==> config.mk <==
export PLATFORM = sky130hd
export DESIGN_NAME = idle_pwr_ctrl
export DESIGN_NICKNAME = d
export VERILOG_FILES = /design/src/rtl/idle_pkg.sv /design/src/rtl/idle_req_check.sv /design/src/rtl/idle_fetch_limit.sv /design/src/rtl/idle_fsm.sv /design/src/rtl/idle_pwr_ctrl.sv
export SDC_FILE = /design/constraint.sdc
export NUM_CORES = 1
export LEC_CHECK = 0
export BUFFER_PORTS_ARGS = -buffer_cell sky130_fd_sc_hd__buf_2
export CAP_MARGIN = 20
export CELL_PAD_IN_SITES_DETAIL_PLACEMENT = 1
export CELL_PAD_IN_SITES_GLOBAL_PLACEMENT = 2
export CORE_ASPECT_RATIO = 0.6
export CORE_MARGIN = 8
export CORE_UTILIZATION = 18
export DETAILED_ROUTE_END_ITERATION = 12
export PLACE_DENSITY = 0.85
export SYNTH_ARGS = -nofsm -noshare
export SYNTH_HDL_FRONTEND = slang
export SYNTH_HIERARCHICAL = 1
export SYNTH_SLANG_ARGS = --single-unit
==> constraint.sdc <==
create_clock -name clk -period 2.9 [get_ports clk]
set_input_delay 0.29 -clock clk [delete_from_list [all_inputs] [get_ports clk]]
set_output_delay 0.29 -clock clk [all_outputs]
set_load 0.1 [all_outputs]
==> src/rtl/idle_pkg.sv <==
package idle_pkg;

    typedef enum logic [1:0] {
        ST_RUN    = 2'd0,
        ST_IDLE   = 2'd1,
        ST_WAKE   = 2'd2,
        ST_RESUME = 2'd3
    } idle_state_t;

endpackage

==> src/rtl/idle_req_check.sv <==
module idle_req_check #(
    parameter int NUM_W   = 5,
    parameter int DATA_W  = 32,
    parameter int ASR_IDX = 19
) (
    input  logic              clk,
    input  logic              rst_n,
    input  logic              wr_en,
    input  logic [NUM_W-1:0]  wr_num,
    input  logic [DATA_W-1:0] wr_data,
    input  logic              sv_mode,
    input  logic              traps_en,
    output logic              req_ok,
    output logic              req_bad,
    output logic              err_flag
);

    logic hit;
    logic data_zero;

    always_comb begin
        hit       = wr_en && (wr_num == NUM_W'(ASR_IDX));
        data_zero = (wr_data == '0);
        req_ok    = hit && data_zero && sv_mode && traps_en;
        req_bad   = hit && !req_ok;
    end

    always_ff @(posedge clk) begin
        if (!rst_n) begin
            err_flag <= 1'b0;
        end else if (req_bad) begin
            err_flag <= 1'b1;
        end
    end

    // an illegal request shows in the flag on the next cycle
    a_r3_bad_sets_err: assert property (@(posedge clk) disable iff (!rst_n)
        req_bad |=> err_flag);

    // the flag never clears without reset
    a_r4_err_sticky: assert property (@(posedge clk) disable iff (!rst_n)
        err_flag |=> err_flag);

endmodule

==> src/rtl/idle_fetch_limit.sv <==
module idle_fetch_limit #(
    parameter int FETCH_MAX = 6
) (
    input  logic clk,
    input  logic rst_n,
    input  logic in_resume,
    input  logic fetch_req,
    output logic fetch_stall
);

    localparam int CNT_W = $clog2(FETCH_MAX + 1);

    logic [CNT_W-1:0] cnt;
    logic             at_cap;

    always_comb begin
        at_cap      = (cnt == CNT_W'(FETCH_MAX));
        fetch_stall = in_resume && at_cap;
    end

    always_ff @(posedge clk) begin
        if (!rst_n) begin
            cnt <= '0;
        end else if (!in_resume) begin
            cnt <= '0;
        end else if (fetch_req && !at_cap) begin
            cnt <= cnt + 1'b1;
        end
    end

    // the counter never passes the cap
    a_r9_cap_bound: assert property (@(posedge clk) disable iff (!rst_n)
        cnt <= CNT_W'(FETCH_MAX));

    // once stalled inside the window, stay stalled while the window lasts
    a_r9_stall_holds: assert property (@(posedge clk) disable iff (!rst_n)
        (fetch_stall && in_resume) |=> (fetch_stall || !in_resume));

endmodule

==> src/rtl/idle_fsm.sv <==
module idle_fsm
    import idle_pkg::*;
(
    input  logic        clk,
    input  logic        rst_n,
    input  logic        req_ok,
    input  logic        req_bad,
    input  logic        irq_pending,
    input  logic        gate_en,
    input  logic        retire,
    input  logic        trap_taken,
    output idle_state_t state,
    output logic        pipe_halt,
    output logic        core_clk_en,
    output logic        trap_allow
);

    idle_state_t state_nx;
    logic        retired;

    // state register and retire tracking
    always_ff @(posedge clk) begin
        if (!rst_n) begin
            state   <= ST_RUN;
            retired <= 1'b0;
        end else begin
            state <= state_nx;
            if (state != ST_RESUME) begin
                retired <= 1'b0;
            end else if (retire) begin
                retired <= 1'b1;
            end
        end
    end

    // next state
    always_comb begin
        state_nx = state;
        unique case (state)
            ST_RUN:    if (req_ok) state_nx = ST_IDLE;
            ST_IDLE:   if (irq_pending) state_nx = ST_WAKE;
            ST_WAKE:   state_nx = ST_RESUME;
            ST_RESUME: if (trap_taken && trap_allow) state_nx = ST_RUN;
            default:   state_nx = ST_RUN;
        endcase
    end

    // outputs
    always_comb begin
        pipe_halt   = 1'b0;
        core_clk_en = 1'b1;
        trap_allow  = 1'b1;
        unique case (state)
            ST_RUN: begin
                pipe_halt  = 1'b0;
                trap_allow = 1'b1;
            end
            ST_IDLE: begin
                pipe_halt   = 1'b1;
                core_clk_en = !gate_en;
                trap_allow  = 1'b0;
            end
            ST_WAKE: begin
                pipe_halt   = 1'b1;
                core_clk_en = 1'b1;
                trap_allow  = 1'b0;
            end
            ST_RESUME: begin
                pipe_halt  = 1'b0;
                trap_allow = retired;
            end
            default: begin
                pipe_halt = 1'b0;
            end
        endcase
    end

    // an illegal request never leads into idle
    a_r3_bad_no_idle: assert property (@(posedge clk) disable iff (!rst_n)
        (state == ST_RUN && req_bad) |=> (state != ST_IDLE));

    // halt held while idle
    a_r5_halt_idle: assert property (@(posedge clk) disable iff (!rst_n)
        (state == ST_IDLE) |-> (pipe_halt && !trap_allow));

    // clock enable comes back before the halt is released
    a_r7_clk_first: assert property (@(posedge clk) disable iff (!rst_n)
        $fell(pipe_halt) |-> $past(core_clk_en));

    // trap-allow rises inside the window only after a retire
    a_r8_retire_first: assert property (@(posedge clk) disable iff (!rst_n)
        ($rose(trap_allow) && state == ST_RESUME) |-> $past(retire));

    // a trap that is taken while allowed ends the window
    a_r10_trap_exit: assert property (@(posedge clk) disable iff (!rst_n)
        (state == ST_RESUME && trap_allow && trap_taken) |=> (state == ST_RUN));

endmodule

==> src/rtl/idle_pwr_ctrl.sv <==
module idle_pwr_ctrl
    import idle_pkg::*;
#(
    parameter int NUM_W     = 5,
    parameter int DATA_W    = 32,
    parameter int ASR_IDX   = 19,
    parameter int FETCH_MAX = 6
) (
    input  logic              clk,
    input  logic              rst_n,
    input  logic              asr_wr_en,
    input  logic [NUM_W-1:0]  asr_wr_num,
    input  logic [DATA_W-1:0] asr_wr_data,
    input  logic              sv_mode,
    input  logic              traps_en,
    input  logic              irq_pending,
    input  logic              gate_en,
    input  logic              retire,
    input  logic              fetch_req,
    input  logic              trap_taken,
    output logic              pipe_halt,
    output logic              core_clk_en,
    output logic              trap_allow,
    output logic              fetch_stall,
    output logic              req_err
);

    logic        req_ok;
    logic        req_bad;
    logic        in_resume;
    idle_state_t state;

    idle_req_check #(
        .NUM_W   (NUM_W),
        .DATA_W  (DATA_W),
        .ASR_IDX (ASR_IDX)
    ) u_check (
        .clk      (clk),
        .rst_n    (rst_n),
        .wr_en    (asr_wr_en),
        .wr_num   (asr_wr_num),
        .wr_data  (asr_wr_data),
        .sv_mode  (sv_mode),
        .traps_en (traps_en),
        .req_ok   (req_ok),
        .req_bad  (req_bad),
        .err_flag (req_err)
    );

    idle_fsm u_fsm (
        .clk         (clk),
        .rst_n       (rst_n),
        .req_ok      (req_ok),
        .req_bad     (req_bad),
        .irq_pending (irq_pending),
        .gate_en     (gate_en),
        .retire      (retire),
        .trap_taken  (trap_taken),
        .state       (state),
        .pipe_halt   (pipe_halt),
        .core_clk_en (core_clk_en),
        .trap_allow  (trap_allow)
    );

    assign in_resume = (state == ST_RESUME);

    idle_fetch_limit #(
        .FETCH_MAX (FETCH_MAX)
    ) u_fetch (
        .clk         (clk),
        .rst_n       (rst_n),
        .in_resume   (in_resume),
        .fetch_req   (fetch_req),
        .fetch_stall (fetch_stall)
    );

    // clock enable only drops while the pipeline is halted
    a_r6_gate_only_halted: assert property (@(posedge clk) disable iff (!rst_n)
        !core_clk_en |-> pipe_halt);

endmodule

After elaboration in Yosys (flattened, before gate mapping)
Cells that the tools add are included.
W data, S select, Z words.
- bits in registers: 7
- output and inout port bits: 5
- muxes and demuxes: 7
- equal/unequal tests: 9
- add/sub/neg operators: 1
- reductions and logical operators: 18
- bitwise gates (word level): 1
- operator list (cell ; number):
    $logic_not A32 Y1 ; 1
    $logic_and A1 B1 Y1 ; 8
    $ne A2 B2 Y1 const B ; 4
    $pmux W2 S4 ; 1
    $mux W2 ; 3
    $reduce_or A2 Y1 ; 3
    $eq A5 B5 Y1 const B ; 1
    $eq A2 B2 Y1 const B ; 2
    $add A3 B1 Y3 const B ; 1
    $eq A3 B3 Y1 const B ; 1
    $logic_not A1 Y1 ; 3
    $pmux W1 S3 ; 1
    $reduce_and A3 Y1 ; 1
    $eq A2 B1 Y1 const B ; 1
    $logic_not A2 Y1 ; 1
    $pmux W1 S2 ; 1
    $reduce_and A2 Y1 ; 1
    $mux W1 ; 1
    $not A1 Y1 ; 1

Depth between registers and ports, before layout
- word-level depth: 7
- mapped depth: 6
- gate-level depth less buffers: 6

By module
The synthesis kept the hierarchy.
- by module, submodules not included (module ; cells an instance ; sequential area each (um^2) ; area an instance (um^2) ; times used):
    idle_fsm ; 23 ; 60.1 ; 202.7 ; 1
    idle_fetch_limit ; 18 ; 60.1 ; 181.4 ; 1
    idle_req_check ; 20 ; 20.0 ; 143.9 ; 1
    idle_pwr_ctrl ; 1 ; 0.0 ; 6.3 ; 1

Worst setup path after synthesis
Ideal clock, no wire load.
- path kind: register -> output
- start point: register u_fsm.state[0]
- end point: output trap_allow
- data required time: 2.610 ns
- arrival time: 2.755 ns
- setup slack: -0.145 ns
- path buffers: 0
- stages on the path, launching flop included: 4
- path through: dfxtp_1 -> inv_1 -> ha_1 -> mux2i_1
- longest elaborated chain between the ends: 3
- elaborated cells between the ends (all ways): 6
- ends and longest elaborated chain (item ; line ; RTL):
    start, declared ; idle_fsm.sv:12 ; output idle_state_t state,
    start signal, assigned ; idle_fsm.sv:27 ; state <= state_nx;
    $eq A2 B1 Y1 / $eq A2 B2 Y1 (equally long branches) ; idle_fsm.sv:53 ; unique case (state)
    $reduce_or A2 Y1 (no line) ; - ;
    $pmux W1 S3 (*) ; idle_fsm.sv:53 ;
    end, declared ; idle_pwr_ctrl.sv:23 ; output logic trap_allow,
Mark *: on every way between the ends. The rest lies on a longest branch, timed or not.

Worst setup path after layout
Ends and elaborated chain as after synthesis.

==> reports/results.ini <==
[final_layout]
nFillCells=359
fin_area_um2=887
nets=170
layout_common_cells=buf_2, nor4_1, nand2_1, dfxtp_1
antenna_cells=0
layout.cells.non_filler=158
final_layout_size_suffix_gt1_share_pct=50.9
final_common_cell=buf_2
area_delta_synth_final_pct=67.2

[drt]
ant_nets=0
firstDrtPassIters=4
post-route-drc-count=0
routedWlPerCell_um=15.0
num_vias=667
drt_iter0_drc=24
routed_wl_um=2370
vias_per_cell=4.22

[clock_tree]
ctsHoldBuffers=0
clock-root-buffer=clkbuf_8
cts.sinks=7
tritoncts=built
worstSkewPairLatency_ns=0.23
htree_levels=1
cts_setup_buffers=0
cts_max_path_buffers=2
path_clk_slew_ns=0.04
cts_resized=0
cts_made_buffers=3

[critical_path]
crit_family=buffers and inverters
crit_path_start_kind=register
worstSetupPathType=register to output pin
r2r-end=u_fsm/state[0]
rr_startpoint=u_fsm/state[0]
cp_slowest_cell=buf_2
crit_fanout=5
critPathMaxStageDelay_ns=0.45
r2r_slack_ns=1.29
required_ns=2.61
worstPathCellList=inv_1 -> ha_1 -> mux2i_2 -> buf_2
worstRegToRegCells=4
cp-end-kind=output pin
crit_cells=4
path_buf_inv=2
arrival_ns=1.68

[placed_design]
dp_slack_ns=0.766
place.port_buffers=51
finalWeightedCongestion=0.709
dpl.cell_count=154
placedInstanceArea_um2=842
hpwl_um=2110

[logic_synthesis]
synth_nets=114
syn_area_per_cell_um2=8.70
syn_area_um2=531
yosys_warnings=6
synthCells=61

[worst_hold_path]
min_from=retire
min_to=u_fsm/retired
hp-class=primary input to register
min_path_cells=2

[floorplanning]
core_um2=2830
boundaryPins=52
start_util_pct=18.7
fp.dieW_um=86.1
dieArea_um2=5000
core.rowCount=15
die_y_um=58.1

[global_route]
grt_max_degree=12
track_usage_pct=9.89
grt_overflow=0
antenna_found_initial=0
grt_pass1_wl_um=3740
first_global_vias=754

[job]
cap_violations=0

[power_and_ir_drop]
irDropWorstVdd_v=0.000157
leakage_uw=0.000418
power_density_nw_per_um2=310

[timing]
period_share_pct=68.0
final_max_slew_viol_count=0
layout_setup_ws_ns=0.928
tns_ns=0
worst_clock_skew_ns=0.00397
fmax_ghz=0.507
hold_violations=0
rsz0062_at_grt=no
setup_violations=0
period_needed_ns=1.97
worstMarginPinSlew_ns=0.575
relSlewSlack_pct=61.7

[run_status]
status=complete, no violations

-- final cells by class --
cell class | count | area, um2 | area share (%)
clock buffers | 4 | 45.0 | 5.08
inverters | 6 | 22.5 | 2.54
multi-input cells | 48 | 372 | 41.9
flip-flops and latches | 7 | 140 | 15.8
well taps | 42 | 52.6 | 5.92
repair buffers | 51 | 255 | 28.8
-- flip-flops by register name (all words and copies together), names as in the netlist --
name              count
u_check/err_flag      1
u_fetch/cnt           3
u_fsm/retired         1
u_fsm/state           2
-- stage by stage --
| step | util, % | total power, uW | hold slack (ns) |
|---|---|---|---|
| 2_1_floorplan | - | 106 | 0.421 |
| 3_3_place_gp | 29.7 | 138 | 0.484 |
| 3_5_place_dp | 29.7 | 140 | 0.498 |
| 4_1_cts | 31.3 | 281 | 0.295 |
| 5_1_grt | 31.3 | 288 | 0.315 |
| 6_report | 31.3 | 275 | 0.296 |
-- power by group --
part | total, uW | switching, uW | internal [uW] | leakage (uW)
Clock | 137 | 42.1 | 95.1 | 0.0000228
Combinational | 40.6 | 15.1 | 25.5 | 0.000339
Sequential | 97.0 | 0.125 | 96.9 | 0.0000564
-- layer usage --
metal	routed length, um	track usage, %
met1	895	9.06
met2	1410	20.7
met3	30	1.69
met4	27	4.46
met5	0	0
-- worst max-delay path by stage --
stage	startpoint	endpoint	slack, ns
detailed placement	asr_wr_data[18]	u_fsm/state[0]	0.77
global placement	asr_wr_data[18]	u_fsm/state[1]	0.89
global route	asr_wr_data[18]	u_fsm/state[1]	0.83
finish	u_fsm/state[0]	trap_allow	0.93
floorplan	u_fsm/state[0]	trap_allow	0.32
CTS	u_fsm/state[0]	trap_allow	0.91
(Power assumes the default switching activity.)
